## src/rtl/pcm_pair_serializer.sv

```systemverilog
module pcm_pair_serializer #(
  parameter int BCK_HALF = 2,
  parameter int M_SLOTS  = 32,
  parameter int CNT_W    = 8
) (
  input  logic        clk,
  input  logic        rst_n,
  input  logic        chan_rst,
  input  logic        master_en,
  input  logic        rate_extreme,
  input  logic [1:0]  speed,
  input  logic        wsel,
  input  logic        bick_in,
  input  logic        lrck_in,
  input  logic [31:0] smp_ch1,
  input  logic [31:0] smp_ch2,
  input  logic [31:0] smp_ch3,
  input  logic [31:0] smp_ch4,
  output logic        bick_out,
  output logic        lrck_out,
  output logic        sdo_a,
  output logic        sdo_b,
  output logic        ratio_err
);
  localparam int DW  = $clog2(BCK_HALF) + 1;
  localparam int SLW = $clog2(M_SLOTS) + 1;
  localparam logic [CNT_W-1:0] CMAX = '1;

  logic cfg_m, cfg_x, cfg_w;
  logic [1:0] cfg_sp;

  always_ff @(posedge clk or negedge rst_n)
    if (!rst_n) begin
      cfg_m <= 1'b0; cfg_x <= 1'b0; cfg_w <= 1'b0; cfg_sp <= 2'b00;
    end else if (chan_rst) begin
      cfg_m <= master_en; cfg_x <= rate_extreme; cfg_w <= wsel; cfg_sp <= speed;
    end

  logic [DW-1:0]  mdiv;
  logic [SLW-1:0] mslot;
  logic mb, ml;

  always_ff @(posedge clk or negedge rst_n)
    if (!rst_n) begin
      mdiv <= '0; mslot <= '0; mb <= 1'b0; ml <= 1'b0;
    end else if (chan_rst || !cfg_m) begin
      mdiv <= '0; mslot <= '0; mb <= 1'b0; ml <= 1'b0;
    end else if (mdiv == DW'(BCK_HALF - 1)) begin
      mdiv <= '0;
      mb   <= ~mb;
      if (mb) begin
        if (mslot == SLW'(M_SLOTS - 1)) begin
          mslot <= '0;
          ml    <= ~ml;
        end else
          mslot <= mslot + 1'b1;
      end
    end else
      mdiv <= mdiv + 1'b1;

  assign bick_out = mb;
  assign lrck_out = ml;

  logic bk, lk, bq, lf;
  logic fall, rise, lr_chg, fstart;

  assign bk = cfg_m ? mb : bick_in;
  assign lk = cfg_m ? ml : lrck_in;

  always_ff @(posedge clk or negedge rst_n)
    if (!rst_n) begin
      bq <= 1'b0; lf <= 1'b0;
    end else begin
      bq <= bk;
      if (chan_rst) lf <= 1'b0;
      else if (fall) lf <= lk;
    end

  assign fall   = bq & ~bk;
  assign rise   = ~bq & bk;
  assign lr_chg = fall & (lk != lf);
  assign fstart = lr_chg & ~lk;

  logic [CNT_W-1:0] cnt;
  logic seen, ok, err;
  logic [5:0] wl, wl_nx;
  logic oct, legal;

  assign oct   = (cfg_sp == 2'b11);
  assign legal = oct ? (cnt == CNT_W'(32) || cnt == CNT_W'(48) || cnt == CNT_W'(64))
                     : (cnt >= CNT_W'(48) && cnt <= CNT_W'(128));

  always_comb begin
    wl_nx = cfg_w ? 6'd32 : 6'd24;
    if (oct && cnt == CNT_W'(32)) wl_nx = 6'd16;
    if (oct && cnt == CNT_W'(48)) wl_nx = 6'd24;
  end

  always_ff @(posedge clk or negedge rst_n)
    if (!rst_n) begin
      cnt <= '0; seen <= 1'b0; ok <= 1'b0; err <= 1'b0; wl <= 6'd24;
    end else if (chan_rst) begin
      cnt <= '0; seen <= 1'b0; ok <= 1'b0; err <= 1'b0; wl <= 6'd24;
    end else if (fstart) begin
      cnt  <= '0;
      seen <= 1'b1;
      if (seen) begin
        ok  <= legal;
        err <= ~legal;
        wl  <= wl_nx;
      end
    end else if (rise && cnt != CMAX)
      cnt <= cnt + 1'b1;

  assign ratio_err = err;

  logic [31:0] mask, wa, wb, sh_a, sh_b;
  logic sd_a, sd_b, rmode, launch;

  assign mask   = ~(32'hFFFF_FFFF >> wl);
  assign wa     = (lk ? smp_ch2 : smp_ch1) & mask;
  assign wb     = (lk ? smp_ch4 : smp_ch3) & mask;
  assign rmode  = ~cfg_m & cfg_x;
  assign launch = rmode ? rise : fall;

  always_ff @(posedge clk or negedge rst_n)
    if (!rst_n) begin
      sh_a <= '0; sh_b <= '0; sd_a <= 1'b0; sd_b <= 1'b0;
    end else if (chan_rst) begin
      sh_a <= '0; sh_b <= '0; sd_a <= 1'b0; sd_b <= 1'b0;
    end else begin
      if (fall) begin
        if (lr_chg) begin
          sh_a <= ok ? wa : '0;
          sh_b <= ok ? wb : '0;
        end else begin
          sh_a <= {sh_a[30:0], 1'b0};
          sh_b <= {sh_b[30:0], 1'b0};
        end
      end
      if (launch) begin
        sd_a <= sh_a[31] & ok;
        sd_b <= sh_b[31] & ok;
      end
    end

  assign sdo_a = sd_a;
  assign sdo_b = sd_b;
endmodule

```

## config.mk

```make
export PLATFORM = sky130hd
export DESIGN_NAME = pcm_pair_serializer
export DESIGN_NICKNAME = d
export VERILOG_FILES = /design/src/rtl/pcm_pair_serializer.sv
export SDC_FILE = /design/constraint.sdc
export NUM_CORES = 1
export LEC_CHECK = 0
export ABC_AREA = 1
export BUFFER_PORTS_ARGS = -buffer_cell sky130_fd_sc_hd__buf_2
export CORE_MARGIN = 2
export CORE_UTILIZATION = 25
export CTS_BUF_LIST = sky130_fd_sc_hd__clkbuf_4
export CTS_CLUSTER_DIAMETER = 100
export DETAILED_ROUTE_END_ITERATION = 7
export GPL_ROUTABILITY_DRIVEN = 0
export PLACE_DENSITY_LB_ADDON = 0.08
export SKIP_CTS_REPAIR_TIMING = 1
export SYNTH_ARGS = -nofsm -noshare
export SYNTH_HDL_FRONTEND = slang
export SYNTH_SLANG_ARGS = --single-unit
export TNS_END_PERCENT = 20
```

## constraint.sdc

```tcl
create_clock -name clk -period 3 [get_ports clk]
set_clock_uncertainty 0.15 [all_clocks]
set_input_delay 0.6 -clock clk [delete_from_list [all_inputs] [get_ports clk]]
set_output_delay 0.6 -clock clk [all_outputs]
set_load 0.01 [all_outputs]
```

==> parameters.txt <==
Parameter                              Value

Outcome
  Status ... complete, no violations

Clocking
  Clock-pin slew on the worst setup and hold paths ... 170 ps
  Number of buffers inserted during clock tree synthesis ... 9
  Clock latency at the later pin of the worst-skew pair ... 470 ps
  Number of clock sinks ... 97
  Number of H-tree levels ... 3
  Max Buffers Root-to-Sink ... 2
  CTS Root Cell ... sky130_fd_sc_hd__clkbuf_4
  TritonCTS clock tree ... done

Cells and area
  Area added between synthesis and finish ... 18.4%
  Leading cell types in the layout, fill and taps excluded ... sky130_fd_sc_hd__nand2_1 (434), sky130_fd_sc_hd__buf_2 (141), sky130_fd_sc_hd__inv_1 (120)
  Number of nets in the final layout ... 1196
  Layout cells sized above 1 ... 0.182
  Most common cell after layout, fill and taps aside ... sky130_fd_sc_hd__nand2_1

Route
  Vias per cell ... 4.17
  Number of detailed-routing iterations run before antenna repair ... 4
  WL final ... 17200 µm
  DRC errors left ... 0
  WL/cell ... 12.4 µm
  Via total after detailed routing ... 5781
  Final antenna-violating net count ... 0
  1st-iter DRT viols ... 287

Logic synthesis
  Post-synth net total ... 1081
  Flop and latch count out of synthesis ... 97
  Count of different cell masters after synthesis ... 32
  Post-Syn Instances ... 940
  Synth Warn # ... 0
  Sequential-to-total area share from yosys stat ... 0.393
  Cell area after synthesis ... 6190 µm²
  Syn avg cell area ... 6.58 µm²

Die
  Die W ... 161 µm
  Placement row count ... 57
  CORE AREA ... 24300 µm²
  Chip height ... 161 µm
  Top-Level Pins ... 143
  Overall die area ... 26000 µm²
  Initial standard-cell utilization of the core ... 0.255

STA
  Final number of hold-violating endpoints ... 0
  Final worst slack ... 764 ps
  Worst slew pin tran ... 624 ps
  Final-report setup violation count ... 0
  Relative slew margins ... 0.583
  Worst hold slack ... 156 ps
  Minimum clock period after layout ... 2240 ps
  Max-slew violation count ... 0
  Setup total negative slack ... 0 ps
  Final worst path period share ... 0.745
  RSZ-0062 raised after global routing ... false
  Fmax ... 0.447 GHz

Power
  Switching Share ... 0.315
  Combinational cell fraction of total power ... 0.206
  Portion of total power attributed to sequential cells ... 0.510
  Power dissipated by switching net loads ... 0.886 mW
  Clk pwr share ... 0.284
  Internal power ... 1.93 mW
  Pwr per Cell Area ... 384 nW/µm²
  VDD IR max ... 0.149 mV
  Static leakage ... 4.22 nW

Critical path
  Kind of critical path ... reg -> reg
  Launching element type of the critical path ... register
  Arrival time worst endpoint ... 2490 ps
  Data required, critical path ... 3260 ps
  Worst Path Max Fanout ... 35
  Worst setup EP type ... register

Global routing
  Antenna violations before repair ... 1
  Remaining Overflow, GRT ... 0
  Global routing usage summed across all routing layers ... 0.138
  First-pass GRT wire length ... 28700 µm
  Via count of the first global-routing pass ... 5720
  Pin count of the biggest net entering global routing ... 111

Placed design
  IO buf count ... 142
  Post-DP HPWL ... 11800 µm
  Minimum setup slack after placement ... 621 ps

Worst hold path
  Min-Delay Path Class ... in -> reg

Flow run
  Count of maximum capacitance violations ... 0
-- state kept, by name, summed over array words and instances (netlist names) --
name	cells
cfg_x	1
sh_a	32
lrck_out	1
cnt	8
ratio_err	1
cfg_m	1
lf	1
mslot	6
sh_b	32
cfg_sp	2
mdiv	2
bq	1
cfg_w	1
bick_out	1
sdo_b	1
ok	1
sdo_a	1
seen	1
wl	3
-- per-stage QoR --
step / power (mW) / instances / utilization / area, µm²
6_report: 2.81 / 1386 / 0.301 / 7330
2_1_floorplan: 1.83 / 940 / - / 6190
4_1_cts: 2.87 / 1383 / 0.301 / 7310
5_1_grt: 3.01 / 1386 / 0.301 / 7330
3_3_place_gp: 2.05 / 1367 / 0.294 / 7160
3_5_place_dp: 2.05 / 1367 / 0.294 / 7160
-- Yosys cell counts --
| cell | number | area (µm²) |
|---|---|---|
| sky130_fd_sc_hd__a21oi_1 | 5 | 25.0 |
| sky130_fd_sc_hd__nor3b_1 | 1 | 7.51 |
| sky130_fd_sc_hd__mux2i_1 | 2 | 20.0 |
| sky130_fd_sc_hd__ha_1 | 3 | 37.5 |
| sky130_fd_sc_hd__dfstp_2 | 2 | 52.6 |
| sky130_fd_sc_hd__nor3_1 | 2 | 10.0 |
| sky130_fd_sc_hd__dfrtp_1 | 95 | 2380 |
| sky130_fd_sc_hd__nand3_4 | 1 | 17.5 |
| sky130_fd_sc_hd__buf_2 | 22 | 110 |
| sky130_fd_sc_hd__nand2_4 | 3 | 33.8 |
| sky130_fd_sc_hd__o21ai_1 | 7 | 35.0 |
| sky130_fd_sc_hd__nand4_1 | 10 | 62.6 |
| sky130_fd_sc_hd__or2_2 | 8 | 50.1 |
| sky130_fd_sc_hd__nand2_2 | 3 | 18.8 |
| sky130_fd_sc_hd__clkbuf_1 | 13 | 48.8 |
| sky130_fd_sc_hd__or2_1 | 9 | 56.3 |
| sky130_fd_sc_hd__nand3_1 | 40 | 200 |
| sky130_fd_sc_hd__clkbuf_2 | 7 | 35.0 |
| sky130_fd_sc_hd__inv_1 | 120 | 450 |
| sky130_fd_sc_hd__o21ai_0 | 50 | 250 |
| sky130_fd_sc_hd__nor2_4 | 1 | 11.3 |
| sky130_fd_sc_hd__nor2_1 | 29 | 109 |
| sky130_fd_sc_hd__o211ai_1 | 45 | 338 |
| sky130_fd_sc_hd__buf_6 | 6 | 67.6 |
| sky130_fd_sc_hd__o21ai_2 | 1 | 8.76 |
| sky130_fd_sc_hd__a21oi_4 | 1 | 16.3 |
| sky130_fd_sc_hd__o21a_1 | 1 | 7.51 |
| sky130_fd_sc_hd__nand2_1 | 435 | 1630 |
| sky130_fd_sc_hd__clkinv_1 | 8 | 30.0 |
| sky130_fd_sc_hd__inv_2 | 3 | 11.3 |
| sky130_fd_sc_hd__nor2_2 | 1 | 6.26 |
| sky130_fd_sc_hd__xor2_1 | 6 | 52.6 |
-- final timing paths --
kind                          start        end  slack, ps  cells after the start
max                           cfg_m   sh_a[23]        760                      8
min                        speed[0]  cfg_sp[0]        160                      3
max reg2reg                   cfg_m   sh_a[23]        760                      8
min reg2reg                 mdiv[0]    mdiv[0]        310                      1
max in group asynchronous     rst_n      wl[4]       1780                      3
min in group asynchronous     rst_n  cfg_sp[1]        520                      3
-- worst max-delay path, cell delays in order (launching register included) --
cell and delay, ps:
sky130_fd_sc_hd__dfrtp_1 460, sky130_fd_sc_hd__inv_2 140, sky130_fd_sc_hd__nand2_2 90, sky130_fd_sc_hd__nand3_4 120, sky130_fd_sc_hd__nand2_1 100, sky130_fd_sc_hd__inv_2 430, sky130_fd_sc_hd__buf_4 470, sky130_fd_sc_hd__nand2_1 110
sky130_fd_sc_hd__nand2_1 80
-- power by group through the flow --
stage | clock network, mW | registers (mW) | logic (mW)
2_1_floorplan | 0 | 1.45 | 0.385
3_3_place_gp | 0 | 1.46 | 0.594
3_5_place_dp | 0 | 1.46 | 0.595
4_1_cts | 0.843 | 1.43 | 0.597
5_1_grt | 0.889 | 1.45 | 0.676
6_report | 0.799 | 1.43 | 0.580
-- layout make-up --
type / instances / area (µm²)
diodes: 2 / 5.00
clock buffers: 9 / 67.6
clock inverters: 7 / 85.1
fillers: 2715 / 17000
inverters: 131 / 492
multi-input cells: 664 / 3020
flip-flops and latches: 97 / 2430
well taps: 324 / 405
repair buffers: 152 / 828
-- cell families after synthesis --
group / synth area share
fa+ha+maj: 0.00606
mux: 0.00323
flops: 0.393
simple gates: 0.358
xor+xnor: 0.00849
buf+inv: 0.122
compound gates: 0.110
-- routing by layer --
| layer | share of wire | wire (µm) | vias up | global-route usage |
|---|---|---|---|---|
| li1 | - | - | 3129 | - |
| met1 | 0.52 | 8910 | 2529 | 0.196 |
| met2 | 0.43 | 7390 | 112 | 0.217 |
| met3 | 0.037 | 642 | 11 | 0.0205 |
| met4 | 0.012 | 206 | 0 | 0.0402 |
| met5 | 0 | 0 | - | 0 |
Note: power is estimated with default switching activity, not from simulation.
